File: src/rtl/eirq_pkg.sv
package eirq_pkg;

    typedef enum logic [1:0] {
        SNS_LOW  = 2'b00,
        SNS_FALL = 2'b01,
        SNS_RISE = 2'b10,
        SNS_BOTH = 2'b11
    } sense_e;

    localparam int unsigned ADR_MODE_LO = 0;
    localparam int unsigned ADR_MODE_HI = 1;
    localparam int unsigned ADR_ENABLE  = 2;
    localparam int unsigned ADR_STATUS  = 3;
    localparam int unsigned ADR_PINSEL  = 4;
    localparam int unsigned ADR_NMICTL  = 5;

endpackage

File: src/rtl/eirq_sync.sv
module eirq_sync #(
    parameter int unsigned WIDTH = 1
) (
    input  logic             clk,
    input  logic             rst_n,
    input  logic [WIDTH-1:0] async_i,
    output logic [WIDTH-1:0] sync_o
);
    typedef struct packed {
        logic [WIDTH-1:0] s1;
        logic [WIDTH-1:0] s2;
    } sync_t;

    sync_t st_d, st_q;

    always_comb begin
        st_d.s1 = async_i;
        st_d.s2 = st_q.s1;
    end

    // Idle-high lines: reset to ones so no edge is seen after reset
    always_ff @(posedge clk or negedge rst_n) begin
        if (!rst_n) st_q <= '1;
        else        st_q <= st_d;
    end

    assign sync_o = st_q.s2;
endmodule

File: src/rtl/eirq_line.sv
module eirq_line
    import eirq_pkg::*;
(
    input  logic   clk,
    input  logic   rst_n,
    input  logic   level_i,
    input  sense_e mode_i,
    input  logic   restart_i,
    output logic   hit_o
);
    typedef struct packed {
        logic prev;
        logic live;
    } line_t;

    line_t st_d, st_q;
    logic  fell, rose;

    always_comb begin
        st_d.prev = level_i;
        st_d.live = !restart_i;
        fell = st_q.live && st_q.prev && !level_i;
        rose = st_q.live && !st_q.prev && level_i;
        case (mode_i)
            SNS_LOW:  hit_o = !level_i;
            SNS_FALL: hit_o = fell;
            SNS_RISE: hit_o = rose;
            default:  hit_o = fell | rose;
        endcase
    end

    always_ff @(posedge clk or negedge rst_n) begin
        if (!rst_n) st_q <= '{prev: 1'b1, live: 1'b1};
        else        st_q <= st_d;
    end

    AST_QUIET_AFTER_CFG: assert property (@(posedge clk) disable iff (!rst_n)
        ($past(restart_i) && mode_i != SNS_LOW) |-> !hit_o);
endmodule

File: src/rtl/eirq_nmi.sv
module eirq_nmi (
    input  logic clk,
    input  logic rst_n,
    input  logic level_i,
    input  logic rise_sel_i,
    output logic nmi_o
);
    typedef struct packed {
        logic prev;
        logic pulse;
    } nmi_t;

    nmi_t st_d, st_q;

    always_comb begin
        st_d.prev  = level_i;
        st_d.pulse = (level_i != st_q.prev) && (level_i == rise_sel_i);
    end

    always_ff @(posedge clk or negedge rst_n) begin
        if (!rst_n) st_q <= '{prev: 1'b1, pulse: 1'b0};
        else        st_q <= st_d;
    end

    assign nmi_o = st_q.pulse;

    AST_NMI_SINGLE: assert property (@(posedge clk) disable iff (!rst_n)
        nmi_o |=> !nmi_o);
endmodule

File: src/rtl/ext_irq_sense.sv
module ext_irq_sense
    import eirq_pkg::*;
#(
    parameter int unsigned NUM_IRQ   = 16,
    parameter int unsigned FIRST_ALT = 2,
    parameter int unsigned ADDR_W    = 3
) (
    input  logic                           clk,
    input  logic                           rst_n,
    input  logic [NUM_IRQ-1:0]             irq_pin,
    input  logic [NUM_IRQ-FIRST_ALT-1:0]   irq_alt_pin,
    input  logic                           nmi_pin,
    input  logic                           reg_wr,
    input  logic                           reg_rd,
    input  logic [ADDR_W-1:0]              reg_addr,
    input  logic [NUM_IRQ-1:0]             reg_wdata,
    output logic [NUM_IRQ-1:0]             reg_rdata,
    output logic                           irq_req,
    output logic                           nmi_req
);
    localparam int unsigned NUM_ALT = NUM_IRQ - FIRST_ALT;
    localparam int unsigned MODE_W  = 2 * NUM_IRQ;
    localparam logic [NUM_IRQ-1:0] SEL_MASK = {{NUM_ALT{1'b1}}, {FIRST_ALT{1'b0}}};

    typedef struct packed {
        logic [MODE_W-1:0]  mode;
        logic [NUM_IRQ-1:0] en;
        logic [NUM_IRQ-1:0] stat;
        logic [NUM_IRQ-1:0] armed;
        logic [NUM_IRQ-1:0] sel;
        logic               nmi_rise;
    } reg_t;

    reg_t st_d, st_q;

    logic [NUM_IRQ-1:0] pri_s, cur, hit, restart, clr_try, arm_new;
    logic [NUM_ALT-1:0] alt_s;
    logic               nmi_s;
    logic               wr_stat, rd_stat;

    eirq_sync #(.WIDTH(NUM_IRQ)) u_sync_pri (
        .clk(clk), .rst_n(rst_n), .async_i(irq_pin), .sync_o(pri_s));
    eirq_sync #(.WIDTH(NUM_ALT)) u_sync_alt (
        .clk(clk), .rst_n(rst_n), .async_i(irq_alt_pin), .sync_o(alt_s));
    eirq_sync #(.WIDTH(1)) u_sync_nmi (
        .clk(clk), .rst_n(rst_n), .async_i(nmi_pin), .sync_o(nmi_s));

    for (genvar i = 0; i < NUM_IRQ; i++) begin : g_line
        if (i >= FIRST_ALT) begin : g_alt
            assign cur[i] = st_q.sel[i] ? alt_s[i-FIRST_ALT] : pri_s[i];
        end else begin : g_fix
            assign cur[i] = pri_s[i];
        end

        eirq_line u_line (
            .clk       (clk),
            .rst_n     (rst_n),
            .level_i   (cur[i]),
            .mode_i    (sense_e'(st_q.mode[2*i +: 2])),
            .restart_i (restart[i]),
            .hit_o     (hit[i])
        );

        AST_EVENT_LATCHES: assert property (@(posedge clk) disable iff (!rst_n)
            hit[i] |=> st_q.stat[i]);
        AST_LEVEL_HOLDS: assert property (@(posedge clk) disable iff (!rst_n)
            (st_q.mode[2*i +: 2] == SNS_LOW && !cur[i]) |=> st_q.stat[i]);
        AST_CLEAR_NEEDS_READ: assert property (@(posedge clk) disable iff (!rst_n)
            $fell(st_q.stat[i]) |-> $past(wr_stat && !reg_wdata[i] && st_q.armed[i]));
    end

    assign wr_stat = reg_wr && (reg_addr == ADDR_W'(ADR_STATUS));
    assign rd_stat = reg_rd && (reg_addr == ADDR_W'(ADR_STATUS));

    always_comb begin
        st_d    = st_q;
        clr_try = {NUM_IRQ{wr_stat}} & ~reg_wdata & st_q.armed;
        arm_new = {NUM_IRQ{rd_stat}} & st_q.stat;
        if (reg_wr) begin
            case (reg_addr)
                ADDR_W'(ADR_MODE_LO): st_d.mode[NUM_IRQ-1:0]      = reg_wdata;
                ADDR_W'(ADR_MODE_HI): st_d.mode[MODE_W-1:NUM_IRQ] = reg_wdata;
                ADDR_W'(ADR_ENABLE):  st_d.en                     = reg_wdata;
                ADDR_W'(ADR_PINSEL):  st_d.sel                    = reg_wdata & SEL_MASK;
                ADDR_W'(ADR_NMICTL):  st_d.nmi_rise               = reg_wdata[0];
                default: ;
            endcase
        end
        st_d.stat  = (st_q.stat & ~clr_try) | hit;
        st_d.armed = (st_q.armed | arm_new) & ~clr_try;
    end

    always_comb begin
        for (int i = 0; i < NUM_IRQ; i++) begin
            restart[i] = (st_d.mode[2*i +: 2] != st_q.mode[2*i +: 2]) ||
                         (st_d.sel[i] != st_q.sel[i]);
        end
    end

    always_ff @(posedge clk or negedge rst_n) begin
        if (!rst_n) st_q <= '0;
        else        st_q <= st_d;
    end

    always_comb begin
        reg_rdata = '0;
        case (reg_addr)
            ADDR_W'(ADR_MODE_LO): reg_rdata = st_q.mode[NUM_IRQ-1:0];
            ADDR_W'(ADR_MODE_HI): reg_rdata = st_q.mode[MODE_W-1:NUM_IRQ];
            ADDR_W'(ADR_ENABLE):  reg_rdata = st_q.en;
            ADDR_W'(ADR_STATUS):  reg_rdata = st_q.stat;
            ADDR_W'(ADR_PINSEL):  reg_rdata = st_q.sel;
            ADDR_W'(ADR_NMICTL):  reg_rdata = {{(NUM_IRQ-1){1'b0}}, st_q.nmi_rise};
            default:              reg_rdata = '0;
        endcase
    end

    assign irq_req = |(st_q.stat & st_q.en);

    eirq_nmi u_nmi (
        .clk        (clk),
        .rst_n      (rst_n),
        .level_i    (nmi_s),
        .rise_sel_i (st_q.nmi_rise),
        .nmi_o      (nmi_req)
    );

    AST_FIXED_SEL_ZERO: assert property (@(posedge clk) disable iff (!rst_n)
        (reg_addr == ADDR_W'(ADR_PINSEL)) |-> (reg_rdata[FIRST_ALT-1:0] == '0));
    AST_NO_ENABLE_NO_REQ: assert property (@(posedge clk) disable iff (!rst_n)
        (st_q.en == '0) |-> !irq_req);
endmodule

File: config.mk
export PLATFORM = sky130hd
export DESIGN_NAME = ext_irq_sense
export DESIGN_NICKNAME = d
export VERILOG_FILES = /design/src/rtl/eirq_pkg.sv /design/src/rtl/eirq_sync.sv /design/src/rtl/eirq_line.sv /design/src/rtl/eirq_nmi.sv /design/src/rtl/ext_irq_sense.sv
export SDC_FILE = /design/constraint.sdc
export NUM_CORES = 1
export LEC_CHECK = 0
export CORE_MARGIN = 3
export CORE_UTILIZATION = 55
export CTS_BUF_LIST = sky130_fd_sc_hd__clkbuf_2
export DETAILED_ROUTE_END_ITERATION = 12
export DONT_BUFFER_PORTS = 1
export PLACE_DENSITY_LB_ADDON = 0.12
export SLEW_MARGIN = 20
export SYNTH_ARGS = -nofsm -noshare
export SYNTH_HDL_FRONTEND = slang
export SYNTH_HIERARCHICAL = 1
export SYNTH_SLANG_ARGS = --single-unit
File: constraint.sdc
create_clock -name clk -period 1.2 [get_ports clk]
set_input_delay 0.12 -clock clk [delete_from_list [all_inputs] [get_ports clk]]
set_output_delay 0.12 -clock clk [all_outputs]
set_load 0.01 [all_outputs]
; Yosys cells after proc, flatten, opt, wreduce, memory -nomap -nowiden
; Cells that the tools add are included.
[totals]
register_bits = 193
input_bits = 54
output_inout_bits = 18
wordCells = 332
[op_classes]
n_eq_ne = 71
mux = 38
bitwise_logic = 26
n_reduce_logical = 151
[ops]
columns = op, n
row1 = AND 16 bit, 6
row2 = case mux 16 bit (6 select lines), 1
row3 = logical AND 1 bit, 67
row4 = 2-to-1 mux 16 bit, 4
row5 = zero test 1 bit, 48
row6 = 2-to-1 mux 48 bit, 1
row7 = case mux 1 bit (3 select lines), 16
row8 = "== test 2 x 1 -> 1 bit, second input constant", 16
row9 = "== test 2 bit, second input constant", 16
row10 = zero test 2 bit, 16
row11 = != test 2 bit, 16
row12 = NOT 16 bit, 2
row13 = bitwise OR 16 bit, 2
row14 = 2-to-1 mux 17 bit, 1
row15 = != test 1 bit, 17
row16 = logical OR 1 bit, 16
row17 = bitwise OR 1 bit, 16
row18 = OR reduction 16 bit, 1
row19 = 2-to-1 mux 1 bit, 15
row20 = "== test 3 x 2 -> 1 bit, second input constant", 2
row21 = "== test 3 bit, second input constant", 2
row22 = AND reduction 2 bit, 2
row23 = "== test 3 x 1 -> 1 bit, second input constant", 1
row24 = zero test 3 bit, 1
row25 = == test 1 bit, 1

; Logic depth before layout (Yosys ltp)
; Gate-level depths: netlist (run 1).
[depth]
depth_word = 7
depth_mapped = 7
depth_no_buf = 4

; Hierarchy
; The synthesis (run 1) kept the hierarchy.
[modules_own_cells]
columns = mod, n_inst, cells_per_inst, area_per_inst_um2
row1 = ext_irq_sense, 1, 502, 5317.6
row2 = eirq_line, 16, 6, 82.6
row3 = eirq_sync (u_sync_pri), 1, 32, 840.8
row4 = eirq_sync (u_sync_alt), 1, 28, 735.7
row5 = eirq_nmi, 1, 5, 73.8
row6 = eirq_sync (u_sync_nmi), 1, 2, 52.6

; Least setup slack after synthesis (run 1)
; No wires, ideal clock.
[synth_timing]
path_kind = input-to-reg
from = input reg_addr[1]
to = register st_q[85] (netlist name)
setup_ns = 0.125
arrival_ns = 1.202
path_slack_ns = -0.127
path_stages = 5
path_buffers = 3
path_cell_list = buf_2 > nor4bb_1 > buf_2 > buf_4 > mux2_2
[synth_lines]
columns = element, line_no
row1 = "start, declared", ext_irq_sense.sv:15  ; input logic [ADDR_W-1:0] reg_addr,

==> reports/metrics.csv, run 1 <==
metric,value,unit
rr_startpoint,st_q[3]$_DFF_PN0_,
clock_path_buffers,2,
reg2reg_depth,5,
place_congestion,0.831,
cts_buffers,17,
clk_latency,760,ps
grt_start_max_net_pins,194,
rows,44,
setup_tns,-14380,ps
fin_crit_sh,1.75,
ys.flop_type,dfrtp_1,
power.leakage,0.00435,uW
routed_wl,21.0,mm
core,14700,um2
hold_viol_final,298,
worst_slack,-900,ps
use_met1,0.341,
dr_total_vias,5966,
cts_root_buffer,clkbuf_2,
ir_worst_vdd,1240,uV
tritoncts,built,
grt_pass1_wl,32.5,mm
path_clk_slew,280,ps
wl_per_cell,20.9,um
io_buffers,0,
die-area,16700,um2
drc,0,
post-place-ws,-139,ps
ant_nets,0,
fin_nets,863,
arrival,1980,ps
rsz0062_at_grt,true,
synth_area,8340,um2
ys_warn_count,6,
die_x,129,um
layout-drive-gt1-share,0.398,
synth.distinct_cells,47,
powerDensity,1440,nW/um2
relSlewSlack,0.633,
clock_sinks,193,
fmax,476,MHz
ys_seq_area_frac,0.593,
reg2reg_to,st_q[35]$_DFF_PN0_,
setup_viol,38,
hp-class,in2async,
synthesis.nets,719,
drv_slew,0,
synthCells,665,
syn_area_per_cell,12.5,um2
htreeDepth,4,
synth_edf_count,0,
r2r_setup_slack,-190,ps
met2_usage,0.417,
ios,72,
tightestPinTransition,551,ps
critPathMaxFanout,3,
skew,36.4,ps
grt_pass1_vias,6079,
via_per_inst,5.92,
top_usage_layer,met2,
gr-total-overflow,0,
antenna_found_initial,1,
hpwl,12.6,mm
max-cap-violations,0,
synth_seq_cells,193,
use_met3,0.0458,
crit_type,reg2out,
async_flop_share,1.00,
status,finished with violations,
start_kind,flip-flop,
initial_core_util,0.568,
die_h,129,um
crit_required,1080,ps
endpoint_kind,primary output,
fin_crit,2100,ps
drtIter0Drc,432,
track_usage,0.254,
holdWs,-979,ps
violations,"hold timing, setup timing",
area_growth,28.4,%
dr.pass1.iters,6,
cells in the mapped netlist, types with 2 or more instances:
cell       number  area share
clkbuf_1       21      0.0095
nand2_1        37       0.017
mux2_1         22       0.030
xor2_1         26       0.027
o311ai_1       16       0.017
mux2_2         41       0.055
nand2b_1        2      0.0015
dfrtp_1        98        0.29
nand4b_1       34       0.036
buf_2          15      0.0090
a22oi_1        15       0.013
o22ai_1        14       0.010
a22o_1          6      0.0063
xnor2_1        18       0.019
buf_4           5      0.0045
and2_1          3      0.0023
a221oi_1        4      0.0042
o21ai_0        72       0.043
buf_6           3      0.0040
buf_1           2     0.00090
inv_1          32       0.014
mux2i_1        14       0.017
nor4bb_1        2      0.0024
a2bb2oi_1      14       0.015
and4b_1         2      0.0024
dfstp_2        95        0.30
a21o_1         16       0.014
nand3b_1        4      0.0036
nand3_1        14      0.0084
through the flow:
step	area [um2]	power, uW	utilization	std cells
6_report	10700	15400	0.729	1007
5_1_grt	10700	16100	0.729	1007
4_1_cts	10500	15200	0.712	998
3_5_place_dp	9150	11200	0.622	871
3_3_place_gp	9150	11100	0.622	871
2_1_floorplan	8580	10200	-	665
flip-flops by register name, indices dropped and copies added (netlist names):
| name | cells |
|---|---|
| st_q | 97 |
| g_line.u_line/st_q | 32 |
| u_sync_pri/st_d | 16 |
| u_sync_pri/sync_o | 16 |
| u_sync_alt/st_d | 14 |
| u_sync_alt/sync_o | 14 |
| u_nmi/nmi_o | 1 |
| u_nmi/st_q | 1 |
| u_sync_nmi/st_d | 1 |
| u_sync_nmi/sync_o | 1 |
final cells by class:
class	instances	area, um2
Antenna cell	1	2.50
Clock buffer	18	90.1
Clock inverter	14	161
Fill cell	988	3990
Inverter	32	120
Multi-Input combinational cell	393	3510
Sequential cell	193	4960
Tap cell	184	230
Timing Repair Buffer	172	1650
cells by family (layout without fill, tap and decap cells):
logic type / count (synthesis) / count (layout) / synth area share
xor+xnor: 44 / 44 / 0.0462
compound gates: 165 / 165 / 0.132
flops: 193 / 193 / 0.593
mux: 78 / 78 / 0.105
simple gates: 106 / 106 / 0.0814
other cells: 0 / 1 / 0
buf+inv: 79 / 236 / 0.0429
worst max-delay path, stage by stage, from the launching register on:
cell,delay (ps)
dfrtp_1,460
mux4_2,500
inv_2,80
o32ai_4,80
buf_6,130
cell usage in the layout (no fill, tap or decap), drive strengths merged, types with 4 or more instances in the layout:
cell / n
o311ai: 16
a22o: 6
clkbuf: 18
dfrtp: 98
nand4b: 34
dlygate4sd3: 83
a221oi: 4
mux2i: 14
dfstp: 95
o22ai: 15
xor2: 26
nand3: 14
nand2: 37
nand3b: 4
clkinv: 7
xnor2: 18
a22oi: 15
mux2: 63
a2bb2oi: 14
inv: 35
a21o: 16
buf: 86
o21ai: 73
metal layers:
layer | up-vias | wire, um
met3 | 31 | 1010
met2 | 165 | 10400
li1 | 2690 | -
met1 | 3080 | 9210
met4 | 0 | 399
met5 | - | 0
worst max path at each step:
stage,from,to,slack [ps]
after floorplan,reg_addr[1],st_q[79]$_DFF_PN0_,-80
after global placement,st_q[9]$_DFF_PN0_,st_q[41]$_DFF_PN0_,-120
after detailed placement,st_q[9]$_DFF_PN0_,st_q[41]$_DFF_PN0_,-140
after CTS,st_q[39]$_DFF_PN0_,reg_rdata[6],-960
after global routing,st_q[39]$_DFF_PN0_,reg_rdata[6],-1040
final,st_q[39]$_DFF_PN0_,reg_rdata[6],-900
power by group:
| part | switching (uW) | internal (uW) | leakage [uW] |
|---|---|---|---|
| Sequential | 804 | 7570 | 0.00213 |
| Clock | 2180 | 1170 | 0.000154 |
| Combinational | 1490 | 2170 | 0.00207 |
timing repair:
item	CTS	global route
hold endpoints to repair	337	304
pin swaps	11	18
buffers inserted	12	10
endpoints found under the setup margin	32	51
gates resized for setup	31	52
hold buffers	83	3
No activity file was read; power rests on OpenSTA's default activity.
==> inputs of run 2 (changes only) <==
--- a/config.mk
+++ b/config.mk
@@ -6,12 +6,11 @@
 export NUM_CORES = 1
 export LEC_CHECK = 0
 export CORE_MARGIN = 3
-export CORE_UTILIZATION = 55
+export CORE_UTILIZATION = 30
 export CTS_BUF_LIST = sky130_fd_sc_hd__clkbuf_2
 export DETAILED_ROUTE_END_ITERATION = 12
 export DONT_BUFFER_PORTS = 1
 export PLACE_DENSITY_LB_ADDON = 0.12
-export SLEW_MARGIN = 20
 export SYNTH_ARGS = -nofsm -noshare
 export SYNTH_HDL_FRONTEND = slang
 export SYNTH_HIERARCHICAL = 1
==> reports/metrics.csv, run 2 (synthesis gave the netlist of run 1 again) <==
metric,value,unit,change
ir_worst_vdd,553,uV,-55%
routed_wl,23.7,mm,+13%
drtIter0Drc,389,,-10%
grt_pass1_wl,37.2,mm,+14%
track_usage,0.161,,-0.0927
largest_reg_flops,97,,unchanged
via_per_inst,4.83,,-18%
skew,62.6,ps,+26.1 ps
final_cells,1200,,+19%
layout-drive-gt1-share,0.410,,+0.0126
tritoncts,built,,
place_congestion,0.813,,-2.2%
rows,60,,+36%
holdWs,-1030,ps,-51.4 ps
worst_slack,-1090,ps,-193 ps
critPathMaxFanout,2,,-1
die-area,29800,um2,+79%
dr.pass1.iters,4,,-2
drv_slew,0,,unchanged
placed_cells,1070,,+23%
setup_tns,-15440,ps,-1060 ps
reg2reg_to,st_q[41]$_DFF_PN0_,,
path_clk_slew,310,ps,+30 ps
fin_crit,2290,ps,+193 ps
met2_length,11.2,mm,+7.4%
htreeDepth,4,,unchanged
switchingPower,4800,uW,+7.5%
reg_top3,"st_q: 97 flops, g_line.u_line/st_q: 32 flops",,
endpoint_kind,primary output,,
ant_nets,0,,unchanged
top_register,st_q,,
clock_path_buffers,2,,unchanged
io_buffers,0,,unchanged
r2r_setup_slack,-220,ps,-30 ps
max_stage_delay,460,ps,-40 ps
power_frac_comb,0.250,,+0.012
arrival,2170,ps,+190 ps
antenna_found_initial,2,,+1
cts_root_buffer,clkbuf_2,,
crit_required,1080,ps,about the same
rr_startpoint,st_q[9]$_DFF_PN0_,,
status,finished with violations,,
hp-class,in2async,,
layout_common_cells,"dfstp_2 (95), dfrtp_1 (88), dlygate4sd3_1 (84), buf_4 (65), o21ai_0 (60)",,
clk_latency,810,ps,+50 ps
tightestPinTransition,567,ps,+16.1 ps
slowest_stage,dfrtp_1,,
path_cells,a22o_1 > a221oi_2 > nand4_1 > buf_4,,
die_x,173,um,+34%
met3WireLength,957,um,-5.4%
ios,72,,unchanged
wl_met1,11.2,mm,+21%
relSlewSlack,0.621,,-0.0120
fin_crit_sh,1.91,,+0.161
violations,"hold timing, setup timing",,
drc,0,,unchanged
fin_area,11000,um2,+2.9%
power.leakage,0.00435,uW,+0.11%
top_layer,met4,,
fin_nets,867,,+0.46%
wl_per_cell,19.8,um,-5.4%
area_growth,32.2,%,
gr-total-overflow,0,,unchanged
hpwl,14.6,mm,+16%
fmax,436,MHz,-8.4%
clock_sinks,193,,unchanged
max-cap-violations,0,,unchanged
start_kind,flip-flop,,
clockPowerShare,0.203,,-0.015
dpl_cell_area,9490,um2,+3.7%
p_int,10500,uW,-4.0%
crit_type,reg2out,,
setup_viol,37,,-2.6%
dr_total_vias,5801,,-2.8%
core,27200,um2,+85%
rsz0062_at_grt,true,,
grt_start_max_net_pins,194,,unchanged
powerDensity,1390,nW/um2,-3.5%
cts_buffers,17,,unchanged
layout_commonest_cell,dfstp_2,,
hold_viol_final,193,,-35%
reg2reg_depth,5,,unchanged
die_h,173,um,+34%
p_sw_frac,0.314,,+0.0238
grt_pass1_vias,6235,,+2.6%
seqPwrFrac,0.547,,+0.002
initial_core_util,0.307,,-0.261
run 2: area by class of cell:
class / count / area, um2
fillers: 2590 / 16100
flip-flops and latches: 193 / 4960
multi-input cells: 393 / 3560
repair buffers: 176 / 1710
well taps: 372 / 465
clock inverters: 14 / 121
inverters: 32 / 120
clock buffers: 18 / 90.1
diodes: 2 / 5.00
run 2: timing repair:
item | CTS | global route
resized for setup | 49 | 48
setup buffers | 3 | 11
pin swaps | 8 | 18
endpoints found under the hold margin | 337 | 194
hold buffers | 85 | 2
endpoints found under the setup margin | 32 | 57
run 2: power by group through the flow:
stage / clock (uW) / sequential, uW / combinational (uW)
3_3_place_gp: 0 / 8350 / 2950
4_1_cts: 3290 / 8340 / 3590
3_5_place_dp: 0 / 8390 / 2980
6_report: 3110 / 8350 / 3820
2_1_floorplan: 0 / 8280 / 1960
5_1_grt: 3540 / 8490 / 4140
run 2: critical path, delay by kind of cell, from the launching register on:
kind / cells / cell delay (ps)
compound gates: 2 / 490
buf+inv: 1 / 210
flops: 1 / 460
simple gates: 1 / 220
run 2: worst max-delay path by stage:
stage,cells past startpoint,endpoint,slack (ps),from
after global placement,4,irq_req,-270,st_q[55]$_DFFE_PN0P_
after detailed placement,4,irq_req,-240,st_q[55]$_DFFE_PN0P_
after floorplan,4,st_q[79]$_DFF_PN0_,-80,reg_addr[1]
after CTS,4,irq_req,-1110,st_q[39]$_DFF_PN0_
final,4,irq_req,-1090,st_q[55]$_DFFE_PN0P_
after global routing,4,irq_req,-1260,st_q[55]$_DFFE_PN0P_
run 2: metal layers:
layer  vias to the layer above  track usage
met4                         0       0.0453
met1                      2964        0.217
met3                        23       0.0382
met5                         -            0
met2                       116        0.259
li1                       2698            -
run 2: per-stage QoR:
stage | setup WS, ps | utilization | power [uW]
2_1_floorplan | -76.0 | - | 10200
3_3_place_gp | -267 | 0.349 | 11300
3_5_place_dp | -244 | 0.349 | 11400
4_1_cts | -1110 | 0.398 | 15200
5_1_grt | -1260 | 0.406 | 16200
6_report | -1090 | 0.406 | 15300
